<file path="config.mk">
export PLATFORM = sky130hd
export DESIGN_NAME = adcser_out_shift
export DESIGN_NICKNAME = d
export VERILOG_FILES = /design/src/rtl/adcser_pkg.sv /design/src/rtl/adcser_sample_store.sv /design/src/rtl/adcser_clk_edge.sv /design/src/rtl/adcser_lane_map.sv /design/src/rtl/adcser_out_shift.sv
export SDC_FILE = /design/constraint.sdc
export NUM_CORES = 1
export LEC_CHECK = 0
export BUFFER_PORTS_ARGS = -buffer_cell sky130_fd_sc_hd__buf_2
export CORE_MARGIN = 2
export CORE_UTILIZATION = 30
export DETAILED_ROUTE_END_ITERATION = 10
export PLACE_DENSITY = 0.55
export SLEW_MARGIN = 20
export SYNTH_ARGS = -nofsm -noshare
export SYNTH_HDL_FRONTEND = slang
export SYNTH_SLANG_ARGS = --single-unit
</file>
<file path="constraint.sdc">
create_clock -name clk -period 2.43 [get_ports clk]
set_input_delay 0.3645 -clock clk [delete_from_list [all_inputs] [get_ports clk]]
set_output_delay 0.3645 -clock clk [all_outputs]
set_load 0.02 [all_outputs]
</file>
<file path="src/rtl/adcser_pkg.sv">
package adcser_pkg;

    typedef enum logic [1:0] {
        LAY_QUAD   = 2'd0,
        LAY_DUAL   = 2'd1,
        LAY_SHARED = 2'd2
    } lane_layout_e;

    localparam logic [2:0] CODE_DUAL   = 3'b101;
    localparam logic [2:0] CODE_SHARED = 3'b110;

    function automatic lane_layout_e decode_layout(input logic [2:0] code);
        lane_layout_e lay;
        case (code)
            CODE_DUAL:   lay = LAY_DUAL;
            CODE_SHARED: lay = LAY_SHARED;
            default:     lay = LAY_QUAD;
        endcase
        return lay;
    endfunction

endpackage

</file>
<file path="src/rtl/adcser_sample_store.sv">
module adcser_sample_store #(
    parameter int SAMPLE_W = 20
) (
    input  logic                clk,
    input  logic                rst_n,
    input  logic                smp_valid,
    input  logic [SAMPLE_W-1:0] smp_a,
    input  logic [SAMPLE_W-1:0] smp_b,
    input  logic                low_latency,
    output logic [SAMPLE_W-1:0] sel_a,
    output logic [SAMPLE_W-1:0] sel_b
);

    typedef struct packed {
        logic [SAMPLE_W-1:0] new_a;
        logic [SAMPLE_W-1:0] new_b;
        logic [SAMPLE_W-1:0] old_a;
        logic [SAMPLE_W-1:0] old_b;
    } store_t;

    store_t st_d, st_q;

    always_comb begin
        st_d = st_q;
        if (smp_valid) begin
            st_d.old_a = st_q.new_a;
            st_d.old_b = st_q.new_b;
            st_d.new_a = smp_a;
            st_d.new_b = smp_b;
        end
    end

    always_ff @(posedge clk or negedge rst_n) begin
        if (!rst_n) st_q <= '0;
        else        st_q <= st_d;
    end

    assign sel_a = low_latency ? st_q.new_a : st_q.old_a;
    assign sel_b = low_latency ? st_q.new_b : st_q.old_b;

endmodule

</file>
<file path="src/rtl/adcser_clk_edge.sv">
module adcser_clk_edge (
    input  logic clk,
    input  logic rst_n,
    input  logic sclk,
    input  logic cpol,
    input  logic cpha,
    input  logic live,
    input  logic load,
    output logic shift
);

    typedef struct packed {
        logic sclk;
        logic skip;
    } edge_t;

    edge_t st_d, st_q;
    logic  leading, trailing;

    assign leading  = (st_q.sclk == cpol) && (sclk != cpol);
    assign trailing = (st_q.sclk != cpol) && (sclk == cpol);
    assign shift    = live && (cpha ? (leading && !st_q.skip) : trailing);

    always_comb begin
        st_d      = st_q;
        st_d.sclk = sclk;
        if (load)                st_d.skip = 1'b1;
        else if (live && leading) st_d.skip = 1'b0;
    end

    always_ff @(posedge clk or negedge rst_n) begin
        if (!rst_n) st_q <= '0;
        else        st_q <= st_d;
    end

endmodule

</file>
<file path="src/rtl/adcser_lane_map.sv">
module adcser_lane_map
    import adcser_pkg::*;
#(
    parameter int LANE_N = 4
) (
    input  lane_layout_e      layout,
    input  logic              live,
    input  logic              keep_on,
    input  logic              echo,
    input  logic              sclk,
    input  logic              a_hi,
    input  logic              a_lo,
    input  logic              b_hi,
    input  logic              b_lo,
    output logic [LANE_N-1:0] d_out,
    output logic [LANE_N-1:0] d_oe
);

    logic [LANE_N-1:0] used, raw, line_val;

    always_comb begin
        case (layout)
            LAY_DUAL: begin
                used = 4'b1010;
                raw  = {a_hi, 1'b0, b_hi, 1'b0};
            end
            LAY_SHARED: begin
                used = 4'b1000;
                raw  = {a_hi, 3'b000};
            end
            default: begin
                used = 4'b1111;
                raw  = {a_hi, a_lo, b_hi, b_lo};
            end
        endcase
    end

    assign d_oe = live ? (keep_on ? '1 : used) : '0;

    generate
        for (genvar g = 0; g < LANE_N; g++) begin : g_line
            if (g == 0) begin : g_echo
                assign line_val[g] = echo ? sclk : raw[g];
            end else begin : g_plain
                assign line_val[g] = raw[g];
            end
            assign d_out[g] = d_oe[g] & line_val[g];
        end
    endgenerate

endmodule

</file>
<file path="src/rtl/adcser_out_shift.sv">
module adcser_out_shift
    import adcser_pkg::*;
#(
    parameter int SAMPLE_W = 20
) (
    input  logic                clk,
    input  logic                rst_n,
    input  logic                smp_valid,
    input  logic [SAMPLE_W-1:0] smp_a,
    input  logic [SAMPLE_W-1:0] smp_b,
    input  logic [2:0]          lane_code,
    input  logic [1:0]          spi_mode,
    input  logic                low_latency,
    input  logic                sclk_echo,
    input  logic                lines_keep_on,
    input  logic                cs_n,
    input  logic                sclk,
    output logic [3:0]          d_out,
    output logic [3:0]          d_oe
);

    localparam int LANE_N = 4;
    localparam int PAIR_W = 2 * SAMPLE_W;

    typedef struct packed {
        logic [SAMPLE_W-1:0] sr_a;
        logic [SAMPLE_W-1:0] sr_b;
        lane_layout_e        layout;
        logic                cpol;
        logic                cpha;
        logic                active;
        logic                cs;
    } shift_t;

    shift_t st_d, st_q;

    logic [SAMPLE_W-1:0] sel_a, sel_b;
    logic                cs_fall, live, shift_pulse;
    logic [PAIR_W-1:0]   pair_next;
    lane_layout_e        cur_layout;
    logic [SAMPLE_W-1:0] sr_a_q, sr_b_q;

    assign cs_fall    = st_q.cs && !cs_n;
    assign live       = st_q.active && !cs_n;
    assign cur_layout = st_q.layout;
    assign sr_a_q     = st_q.sr_a;
    assign sr_b_q     = st_q.sr_b;
    assign pair_next  = {st_q.sr_a, st_q.sr_b} << 1;

    adcser_sample_store #(.SAMPLE_W(SAMPLE_W)) u_store (
        .clk        (clk),
        .rst_n      (rst_n),
        .smp_valid  (smp_valid),
        .smp_a      (smp_a),
        .smp_b      (smp_b),
        .low_latency(low_latency),
        .sel_a      (sel_a),
        .sel_b      (sel_b)
    );

    adcser_clk_edge u_edge (
        .clk  (clk),
        .rst_n(rst_n),
        .sclk (sclk),
        .cpol (st_q.cpol),
        .cpha (st_q.cpha),
        .live (live),
        .load (cs_fall),
        .shift(shift_pulse)
    );

    always_comb begin
        st_d    = st_q;
        st_d.cs = cs_n;
        if (cs_n) begin
            st_d.active = 1'b0;
        end else if (cs_fall) begin
            st_d.sr_a   = sel_a;
            st_d.sr_b   = sel_b;
            st_d.layout = decode_layout(lane_code);
            st_d.cpol   = spi_mode[1];
            st_d.cpha   = spi_mode[0];
            st_d.active = 1'b1;
        end else if (shift_pulse) begin
            case (st_q.layout)
                LAY_DUAL: begin
                    st_d.sr_a = st_q.sr_a << 1;
                    st_d.sr_b = st_q.sr_b << 1;
                end
                LAY_SHARED: begin
                    st_d.sr_a = pair_next[PAIR_W-1:SAMPLE_W];
                    st_d.sr_b = pair_next[SAMPLE_W-1:0];
                end
                default: begin
                    st_d.sr_a = st_q.sr_a << 2;
                    st_d.sr_b = st_q.sr_b << 2;
                end
            endcase
        end
    end

    always_ff @(posedge clk or negedge rst_n) begin
        if (!rst_n) begin
            st_q        <= '0;
            st_q.cs     <= 1'b1;
            st_q.layout <= LAY_QUAD;
        end else begin
            st_q <= st_d;
        end
    end

    adcser_lane_map #(.LANE_N(LANE_N)) u_map (
        .layout (st_q.layout),
        .live   (live),
        .keep_on(lines_keep_on),
        .echo   (sclk_echo),
        .sclk   (sclk),
        .a_hi   (st_q.sr_a[SAMPLE_W-1]),
        .a_lo   (st_q.sr_a[SAMPLE_W-2]),
        .b_hi   (st_q.sr_b[SAMPLE_W-1]),
        .b_lo   (st_q.sr_b[SAMPLE_W-2]),
        .d_out  (d_out),
        .d_oe   (d_oe)
    );

endmodule

</file>
==> impl_metrics.ini <==
[run_status]
status = finished clean

[cells_and_area]
multiInputGateArea_um2 = 2720
layout_common_cells = dfrtp_1 (127), mux2_2 (80), buf_2 (58)
drive_gt1_share_pct = 35.0
fill_cells = 1937
final_common_cell = dfrtp_1
antenna_cells = 0
final_nets = 610
regArea_um2 = 3200
syn2layout_area_growth_pct = 20.1

[global_routing]
first_global_vias = 4428
grt_pass1_wl_um = 22800
track_usage_pct = 12.9
grt_start_max_net_pins = 61
grt-ovfl-total = 0
antenna_found_initial = 0

[die]
die_h_um = 148
die-area_um2 = 21800
io_pins = 61
start_util_pct = 30.6
rows = 52
core_um2 = 20200
die_x_um = 148

[worst_setup_path]
path_delay_family = buffers and inverters
path_class = flip-flop to output port
critPathCaptureType = output port
reg2reg_depth = 6
arrival_ns = 1.88
required_ns = 2.07
cp.depth = 6
cp_slowest_cell = dfrtp_1
worst_setup_path_start_kind = flip-flop
cp_max_fo = 42
path_buf_inv = 3
slowest_delay_ns = 0.34
cp_cell_sequence = inv_1 > ha_1 > buf_6 > nand3b_1 > a31oi_1 > buf_2

[placement]
hpwl_um = 8810
portBuffers = 60
place_congestion = 0.769

[routing]
vias = 4360
ant_nets = 0
dr.pass1.iters = 5
drc = 0
drt-total-wl_um = 13300
wl_per_cell_um = 15.9
viasPerCell = 5.22
drt_iter0_drc = 345

[synth]
synth_seq_cells = 128
synth_cell_types = 37
ys_async_sr_fraction_pct = 100
synth_area_um2 = 6190
synthMuxAreaShare_pct = 21.0
synth_fp_nets = 559
synth-xor-area-share_pct = 0
synth-adder-area-share_pct = 0.405
yosysSeqAreaShare_pct = 51.8
synth_simple_gate_area_share_pct = 5.93
synthCells = 504
ys.flop_type = dfrtp_1
synth_top_family_by_area = multiplexers
syn_avg_cell_area_um2 = 12.3
synth-compound-area-share_pct = 16.5
synth_warnings = 0
synth_edf_count = 0

[timing]
timing.hold.ws_ns = 0.102
maxSlewViolCount = 0
period_needed_ns = 2.25
max_freq_mhz = 445
final_hold_viol_count = 0
finalClockSkew_ns = 0.00749
rsz0062_at_grt = no
relSlewSlack_pct = 45.3
worst_pin_slew_ns = 0.821
setup_viol = 0
fin_tns_setup_ns = 0
period_share_pct = 92.4

[clock_tree]
clk-insertion-delay-late_ns = 0.41
numCtsBuffers = 17
clock-sinks = 128
postCtsSetupBuffers = 0
cts_root_buf = clkbuf_16
cts_tree = built
cts.path.max_buffers = 2
cts_htree_levels = 4
clk_pin_slew_worst_paths_ns = 0.05

[flow_run]
drv_cap = 0

[power]
leakage_nw = 3.17
p_per_area_nw_per_um2 = 826
vdd_ir_drop_max_mv = 0.509
power.total_mw = 6.13

[worst_hold_path]
hold-path-cell-count = 1
hold_class = input pin to flip-flop
power breakdown:
group	switching [mW]	leakage, nW	internal (mW)
clock	0.875	0.296	1.71
sequential	0.234	1.53	2.45
combinational	0.392	1.35	0.474
total	1.50	3.17	4.63
stage by stage:
step	utilization (%)	instances	instance area [um2]	setup WS (ns)
finish	36.7	836	7430	0.183
global route	36.7	836	7430	0.0548
CTS	36.7	836	7420	0.0721
detailed placement	33.7	805	6820	0.315
global placement	33.7	805	6820	0.372
floorplan	-	504	6190	0.437
cell type report:
class / instances / area share, %
Clock inverter: 6 / 1.41
Multi-Input combinational cell: 320 / 36.7
Inverter: 5 / 0.253
Timing Repair Buffer: 83 / 7.36
Clock buffer: 24 / 6.62
Sequential cell: 128 / 43.1
Tap cell: 270 / 4.55
worst reg2reg max path: stages, from the launching register on:
cell and delay, ns:
dfrtp_1 0.34, inv_1 0.06, ha_1 0.31, o21ba_2 0.78, a22oi_1 0.15, a211oi_1 0.32, a311o_1 0.16
cell families (layout without fill, tap and decap cells):
family	Yosys count	count (layout)
flip-flops	128	128
AO/OA/AOI/OAI	125	125
multiplexers	120	120
AND/OR/NAND/NOR	73	73
buffers and inverters	56	118
adder cells (fa/ha/maj)	2	2
path summary, 6_finish.rpt:
| check | slack [ns] | end | start |
|---|---|---|---|
| worst max register to register | 0.25 | sr_a_q[4] | cur_layout[0] |
| max in group asynchronous | 1.44 | u_store.st_q[25] | rst_n |
| worst min register to register | 0.50 | u_store.st_q[14] | u_store.st_q[14] |
| worst max-delay path | 0.18 | d_out[0] | cur_layout[0] |
| worst min-delay path | 0.10 | st_q[0] | cs_n |
| min in group asynchronous | 0.36 | u_store.st_q[47] | rst_n |
flip-flops by register name, indices dropped and copies added (netlist names):
| name | flops |
|---|---|
| u_store.st_q | 80 |
| sr_a_q | 20 |
| sr_b_q | 20 |
| st_q | 4 |
| cur_layout | 2 |
| u_edge.st_q | 2 |
routing by layer:
layer / wire length [um] / global-route usage, %
met1: 6640 / 18.4
met2: 5900 / 19.1
met3: 593 / 3.70
met4: 158 / 4.23
met5: 0 / 0
synth_stat cells, types with 3 or more instances:
cell type,count,area (um2)
mux2_2,80,901
mux2i_1,40,400
clkbuf_1,29,109
nor2_1,39,146
inv_1,4,15.0
a211oi_1,36,270
a311o_1,36,360
buf_2,16,80.1
a21oi_1,5,25.0
nand2_1,11,41.3
a22oi_1,36,270
o21ai_0,4,20.0
nand3_1,3,15.0
buf_6,4,45.0
and3_1,3,18.8
dfrtp_1,127,3180
timing repair:
action | in CTS | in global routing
resized for setup | 0 | 1
endpoints found under the hold margin | 11 | 0
endpoints found under the setup margin | 0 | 1
hold buffers | 1 | 0
(Power assumes the default switching activity.)
